**config.mk**
```make
export PLATFORM = sky130hd
export DESIGN_NAME = byte_lane_seq
export DESIGN_NICKNAME = d
export VERILOG_FILES = /design/src/rtl/bls_pkg.sv /design/src/rtl/bls_ctrl.sv /design/src/rtl/bls_steer.sv /design/src/rtl/bls_merge.sv /design/src/rtl/byte_lane_seq.sv
export SDC_FILE = /design/constraint.sdc
export NUM_CORES = 1
export LEC_CHECK = 0
export BUFFER_PORTS_ARGS = -buffer_cell sky130_fd_sc_hd__buf_2
export CORE_UTILIZATION = 45
export CTS_CLUSTER_DIAMETER = 80
export DETAILED_ROUTE_END_ITERATION = 10
export PLACE_DENSITY = 0.74
export SYNTH_ARGS = -nofsm -noshare
export SYNTH_HDL_FRONTEND = slang
export SYNTH_SLANG_ARGS = --single-unit
```
**constraint.sdc**
```tcl
create_clock -name clk -period 2.9 [get_ports clk]
set_input_delay 0.58 -clock clk [delete_from_list [all_inputs] [get_ports clk]]
set_output_delay 0.58 -clock clk [all_outputs]
set_load 0.02 [all_outputs]
```
**src/rtl/bls_pkg.sv**
```systemverilog
package bls_pkg;

  typedef enum logic [1:0] {
    ST_IDLE   = 2'd0,
    ST_FIRST  = 2'd1,
    ST_SECOND = 2'd2,
    ST_DONE   = 2'd3
  } seq_state_t;

  // A word whose address is odd straddles two bus words.
  function automatic logic needs_split(input logic addr_lsb, input logic is_word);
    return is_word & addr_lsb;
  endfunction

  // Lane enables for the first (or only) bus cycle of an access.
  function automatic logic [1:0] first_lanes(input logic addr_lsb, input logic is_word);
    logic [1:0] be;
    if (is_word && !addr_lsb) be = 2'b11;
    else if (addr_lsb)        be = 2'b10;
    else                      be = 2'b01;
    return be;
  endfunction

endpackage

```
**src/rtl/bls_ctrl.sv**
```systemverilog
module bls_ctrl #(
  parameter int ADDR_W = 20,
  parameter int LANE_W = 8,
  localparam int DATA_W = 2 * LANE_W
) (
  input  logic              clk,
  input  logic              rst_n,
  input  logic              req_valid,
  input  logic [ADDR_W-1:0] req_addr,
  input  logic              req_word,
  input  logic              req_write,
  input  logic [DATA_W-1:0] req_wdata,
  output logic              idle,
  output logic              in_first,
  output logic              in_second,
  output logic              in_done,
  output logic [ADDR_W-1:0] hold_addr,
  output logic              hold_word,
  output logic              hold_write,
  output logic [DATA_W-1:0] hold_wdata
);
  import bls_pkg::*;

  seq_state_t state_q, state_d;
  logic       accept;
  logic       split;

  assign accept = req_valid && (state_q == ST_IDLE);
  assign split  = needs_split(hold_addr[0], hold_word);

  always_comb begin
    state_d = state_q;
    unique case (state_q)
      ST_IDLE:   if (accept) state_d = ST_FIRST;
      ST_FIRST:  state_d = split ? ST_SECOND : ST_DONE;
      ST_SECOND: state_d = ST_DONE;
      default:   state_d = ST_IDLE;
    endcase
  end

  always_ff @(posedge clk or negedge rst_n) begin
    if (!rst_n) begin
      state_q    <= ST_IDLE;
      hold_addr  <= '0;
      hold_word  <= 1'b0;
      hold_write <= 1'b0;
      hold_wdata <= '0;
    end else begin
      state_q <= state_d;
      if (accept) begin
        hold_addr  <= req_addr;
        hold_word  <= req_word;
        hold_write <= req_write;
        hold_wdata <= req_wdata;
      end
    end
  end

  assign idle      = (state_q == ST_IDLE);
  assign in_first  = (state_q == ST_FIRST);
  assign in_second = (state_q == ST_SECOND);
  assign in_done   = (state_q == ST_DONE);
endmodule

```
**src/rtl/bls_steer.sv**
```systemverilog
module bls_steer #(
  parameter int ADDR_W = 20,
  parameter int LANE_W = 8,
  localparam int DATA_W = 2 * LANE_W
) (
  input  logic              in_first,
  input  logic              in_second,
  input  logic [ADDR_W-1:0] hold_addr,
  input  logic              hold_word,
  input  logic              hold_write,
  input  logic [DATA_W-1:0] hold_wdata,
  output logic              bus_valid,
  output logic              bus_write,
  output logic [ADDR_W-1:0] bus_addr,
  output logic [1:0]        bus_be,
  output logic [DATA_W-1:0] bus_wdata
);
  import bls_pkg::*;

  logic [LANE_W-1:0] lo_byte, hi_byte, send_byte;
  logic              full_word;

  // Second-cycle address: natural wrap at 2^ADDR_W.
  function automatic logic [ADDR_W-1:0] step_addr(input logic [ADDR_W-1:0] a);
    return a + ADDR_W'(1);
  endfunction

  assign lo_byte   = hold_wdata[LANE_W-1:0];
  assign hi_byte   = hold_wdata[DATA_W-1:LANE_W];
  assign full_word = hold_word && !hold_addr[0];
  assign send_byte = in_second ? hi_byte : lo_byte;

  assign bus_valid = in_first | in_second;
  assign bus_write = bus_valid & hold_write;
  assign bus_addr  = in_second ? step_addr(hold_addr) : hold_addr;

  always_comb begin
    bus_be = 2'b00;
    if (in_first)       bus_be = first_lanes(hold_addr[0], hold_word);
    else if (in_second) bus_be = 2'b01;
  end

  // One byte is replicated on both lanes; only the enabled lane counts.
  assign bus_wdata = (in_first && full_word) ? hold_wdata : {send_byte, send_byte};
endmodule

```
**src/rtl/bls_merge.sv**
```systemverilog
module bls_merge #(
  parameter int LANE_W = 8,
  localparam int DATA_W = 2 * LANE_W
) (
  input  logic              clk,
  input  logic              rst_n,
  input  logic              in_first,
  input  logic              in_second,
  input  logic              addr_lsb,
  input  logic              is_word,
  input  logic [DATA_W-1:0] bus_rdata,
  output logic [DATA_W-1:0] rsp_rdata
);
  logic [LANE_W-1:0] lo_q, hi_q;
  logic [LANE_W-1:0] lane0, lane1;

  assign lane0 = bus_rdata[LANE_W-1:0];
  assign lane1 = bus_rdata[DATA_W-1:LANE_W];

  always_ff @(posedge clk or negedge rst_n) begin
    if (!rst_n) begin
      lo_q <= '0;
      hi_q <= '0;
    end else if (in_first) begin
      if (is_word && !addr_lsb) begin
        lo_q <= lane0;
        hi_q <= lane1;
      end else begin
        lo_q <= addr_lsb ? lane1 : lane0;
        hi_q <= '0;
      end
    end else if (in_second) begin
      hi_q <= lane0;
    end
  end

  assign rsp_rdata = {hi_q, lo_q};
endmodule

```
**src/rtl/byte_lane_seq.sv**
```systemverilog
module byte_lane_seq #(
  parameter int ADDR_W = 20,
  parameter int LANE_W = 8,
  localparam int DATA_W = 2 * LANE_W
) (
  input  logic              clk,
  input  logic              rst_n,
  input  logic              req_valid,
  output logic              req_ready,
  input  logic [ADDR_W-1:0] req_addr,
  input  logic              req_word,
  input  logic              req_write,
  input  logic [DATA_W-1:0] req_wdata,
  output logic              bus_valid,
  output logic              bus_write,
  output logic [ADDR_W-1:0] bus_addr,
  output logic [1:0]        bus_be,
  output logic [DATA_W-1:0] bus_wdata,
  input  logic [DATA_W-1:0] bus_rdata,
  output logic              rsp_done,
  output logic [DATA_W-1:0] rsp_rdata
);
  logic              in_first, in_second, in_done, idle;
  logic [ADDR_W-1:0] hold_addr;
  logic              hold_word, hold_write;
  logic [DATA_W-1:0] hold_wdata;

  bls_ctrl #(.ADDR_W(ADDR_W), .LANE_W(LANE_W)) u_ctrl (
    .clk        (clk),
    .rst_n      (rst_n),
    .req_valid  (req_valid),
    .req_addr   (req_addr),
    .req_word   (req_word),
    .req_write  (req_write),
    .req_wdata  (req_wdata),
    .idle       (idle),
    .in_first   (in_first),
    .in_second  (in_second),
    .in_done    (in_done),
    .hold_addr  (hold_addr),
    .hold_word  (hold_word),
    .hold_write (hold_write),
    .hold_wdata (hold_wdata)
  );

  bls_steer #(.ADDR_W(ADDR_W), .LANE_W(LANE_W)) u_steer (
    .in_first   (in_first),
    .in_second  (in_second),
    .hold_addr  (hold_addr),
    .hold_word  (hold_word),
    .hold_write (hold_write),
    .hold_wdata (hold_wdata),
    .bus_valid  (bus_valid),
    .bus_write  (bus_write),
    .bus_addr   (bus_addr),
    .bus_be     (bus_be),
    .bus_wdata  (bus_wdata)
  );

  bls_merge #(.LANE_W(LANE_W)) u_merge (
    .clk       (clk),
    .rst_n     (rst_n),
    .in_first  (in_first),
    .in_second (in_second),
    .addr_lsb  (hold_addr[0]),
    .is_word   (hold_word),
    .bus_rdata (bus_rdata),
    .rsp_rdata (rsp_rdata)
  );

  assign req_ready = idle;
  assign rsp_done  = in_done;
endmodule

```
==> flow_metrics.tcl <==
set metrics [dict create \
    dominant_combinational_cell_family_by_area_after_synthesis "multiplexers" \
    slowest_delay_ns 0.46 \
    synth_simple_gate_area_share_pct 12.1 \
    dp_hpwl_um 4890 \
    path_delay_family "simple AND/OR/NAND/NOR gates" \
    cts.path.max_buffers 2 \
    synth_xor_xnor_area_share_pct 5.57 \
    timing.clock.skew_ns 0.00263 \
    ys_ff_latch 56 \
    most_used_cells_in_the_layout_excluding_fill_and_tap_cells "sky130_fd_sc_hd__buf_2 (114), sky130_fd_sc_hd__dfrtp_1 (56), sky130_fd_sc_hd__mux2_2 (55), sky130_fd_sc_hd__a21oi_1 (25), sky130_fd_sc_hd__nor2_1 (21)" \
    timing.hold.worst.class "primary input to async pin" \
    power.ir.vdd_worst_mv 0.613 \
    switchingPower_mw 2.17 \
    slew-limit-headroom_pct 51.8 \
    run_status "finished, final reports clean" \
    finalWorstPathRequiredPeriod_ns 2.76 \
    finish.net_count 437 \
    setup_crit_path_kind "flip-flop to primary output" \
    synth-main-ff-cell "sky130_fd_sc_hd__dfrtp_1" \
    power.leakage_nw 1.78 \
    die_y_um 83.5 \
    max_freq_mhz 362 \
    path_max_fanout 5 \
    final_antenna_net_count 0 \
    critical_path_required_ns 2.32 \
    gp_congestion 0.862 \
    synthesis.area_sq_um 2990 \
    post_synth.cell_area_avg_sq_um 11.5 \
    synthesis.instances 260 \
    number_of_enable_type_register_cells_in_the_synthesized_netlist 0 \
    grt_antenna_before_repair 0 \
    ys_seq_area_share_pct 46.9 \
    tritoncts.num_buffers 5 \
    report.final.hold_viol_count 0 \
    share_of_cell_area_taken_by_muxes_after_synthesis_pct 23.8 \
    final_min_period_over_clock_period_pct 95.3 \
    syn_nets 323 \
    yosys.area_share.adder_pct 2.51 \
    post_route_cells_drive_above_1_share_pct 50.8 \
    synth-async-reset-ratio_pct 100 \
    area_growth_syn_to_layout_pct 24.3 \
    drt_wl_total_um 6630 \
    setup_viol_count_final 0 \
    global_route.usage.total_pct 20.1 \
    power.switching_fraction_pct 46.0 \
    hold-worst-slack_ns 0.396 \
    tns_ns 0 \
    worstSetupStartpointType "flip-flop" \
    timing_max_transition_violations_final 0 \
    floorplan.die_area_sq_um 6970 \
    worst-path-buf-inv 2 \
    setup.worst_path.end_class "primary output" \
    worstPathCellList "inv_1 > ha_1 > nand4_4 > nor4_2 > nand3_1 > xnor2_1 > buf_2" \
    critical-path-slowest-cell "sky130_fd_sc_hd__nor4_2" \
    pwr-share-comb_pct 58.7 \
    tightest_slew_ns 0.723 \
    leading_cell_type_in_the_layout_fill_and_taps_excluded "sky130_fd_sc_hd__buf_2" \
    numClockSinks 56 \
    ctsHtreeMaxLevel 2 \
    cap_violations 0 \
    die_w_um 83.5 \
    synth_compound_area_share_pct 5.36 \
    initial_utilization_pct 46.8 \
    power.clock.fraction_pct 8.5 \
    core_sq_um 6390 \
    number_of_global_route_vias_before_repair 2335 \
    r2r_slack_ns 1.23 \
    routed_via_density 5.15 \
    cts_tree "yes" \
    design.portCount 115 \
    cts_post_setup_buffers_inserted 0 \
    largest_net_degree_at_the_start_of_global_routing 57 \
    drtPass1Iterations 4 \
    number_of_distinct_standard_cells_referenced_by_the_synthesized_netlist 36 \
    cts_root_buf "sky130_fd_sc_hd__clkbuf_8" \
    cts.clk_slew.worst_paths_ns 0.09 \
    post_drt_wl_per_cell_um 14.7 \
    antenna_cells_inserted 0 \
    drt_iter0_drc 120 \
    fillers 583 \
    ys_warn_count 0 \
    vias 2323 \
    worst-endpoint-arrival_ns 2.18 \
    seqPwrFrac_pct 32.7 \
    setup_repair_after_global_routing_missed_its_margin "yes" \
    globalRouteOverflowTotal 0 \
    wire_length_of_the_first_global_routing_pass_um 11300 \
    p_int_mw 2.55 \
    clock_insertion_delay_worst_skew_ns 0.30 \
    port_buffers 114 \
    detail_route.drc_violations 0 \
    row_count 29 \
    power_density_nw_per_um2 1270 \
]
power groups by stage:
stage / logic (mW) / registers (mW) / clock network [mW]
floorplan: 1.91 / 1.60 / 0
global placement: 2.72 / 1.53 / 0
detailed placement: 2.78 / 1.56 / 0
CTS: 2.79 / 1.55 / 0.423
global route: 3.01 / 1.62 / 0.454
finish: 2.78 / 1.55 / 0.402
worst paths after layout:
check,to,startpoint,cells after the start
worst max-delay path,bus_addr[19],u_ctrl.state_q[0],7
worst max register to register,u_ctrl.hold_addr[0],u_ctrl.state_q[0],5
worst min-delay path,u_merge.lo_q[3],rst_n,2
max in group asynchronous,u_ctrl.hold_addr[7],rst_n,2
min in group clk,u_ctrl.hold_addr[12],req_addr[12],2
worst min register to register,u_ctrl.hold_write,u_ctrl.hold_write,1
cell usage after synthesis, types with 5 or more instances:
master                    instances  share of area (%)
sky130_fd_sc_hd__a21oi_1         25                4.2
sky130_fd_sc_hd__buf_2            5               0.84
sky130_fd_sc_hd__dfrtp_1         56                 47
sky130_fd_sc_hd__ha_1             6                2.5
sky130_fd_sc_hd__inv_1            6               0.75
sky130_fd_sc_hd__mux2_2          55                 21
sky130_fd_sc_hd__mux2i_1          9                3.0
sky130_fd_sc_hd__nand2_1         10                1.3
sky130_fd_sc_hd__nand3_1          5               0.84
sky130_fd_sc_hd__nand4_1          5                1.0
sky130_fd_sc_hd__nor2_1          21                2.6
sky130_fd_sc_hd__nor2b_1          5                1.0
sky130_fd_sc_hd__xnor2_1         10                2.9
sky130_fd_sc_hd__xor2_1           9                2.6
timing repair:
item,4_1_cts,5_1_grt
gates resized for setup,0,3
endpoints found under the setup margin,0,13
hold buffers,0,0
cell families (layout without fill, tap and decap cells):
| kind of cell | Yosys count | in the layout |
|---|---|---|
| XOR/XNOR | 19 | 19 |
| buffers and inverters | 21 | 135 |
| AO/OA/AOI/OAI | 30 | 30 |
| flip-flops | 56 | 56 |
| multiplexers | 64 | 64 |
| adder cells (fa/ha/maj) | 6 | 6 |
| AND/OR/NAND/NOR | 64 | 64 |
per-layer routing:
layer  up-vias  track usage, %  routed length (um)
met5         -               0                   0
met4         0            6.78                 133
met3        10            3.86                 342
met2        79            32.6                3190
met1      1102            27.2                2970
li1       1132               -                   -
sequential cells by signal, indices dropped and copies added (netlist names):
name,count
u_ctrl.hold_write,1
u_ctrl.hold_wdata,16
u_ctrl.state_q,2
u_merge.hi_q,8
u_ctrl.hold_word,1
u_merge.lo_q,8
u_ctrl.hold_addr,20
metrics by stage:
stage	power (mW)	cell area, sq um	instances	utilization (%)	worst slack (ns)
global placement	4.25	3620	444	56.7	0.506
detailed placement	4.34	3620	444	56.7	0.447
finish	4.72	3710	451	58.2	0.137
CTS	4.76	3700	451	58.0	0.102
global route	5.08	3710	451	58.2	-0.0334
floorplan	3.51	2990	260	-	0.481
area by class of cell:
cell class / count / area (sq um) / share of cell area [%]
Inverter: 6 / 22.5 / 0.606
Multi-Input combinational cell: 183 / 1490 / 40.0
Clock buffer: 6 / 72.6 / 1.95
Sequential cell: 56 / 1400 / 37.7
Clock inverter: 1 / 5.00 / 0.135
Timing Repair Buffer: 122 / 631 / 17.0
Tap cell: 77 / 96.3 / 2.59
No activity file was read; power rests on OpenSTA's default activity.
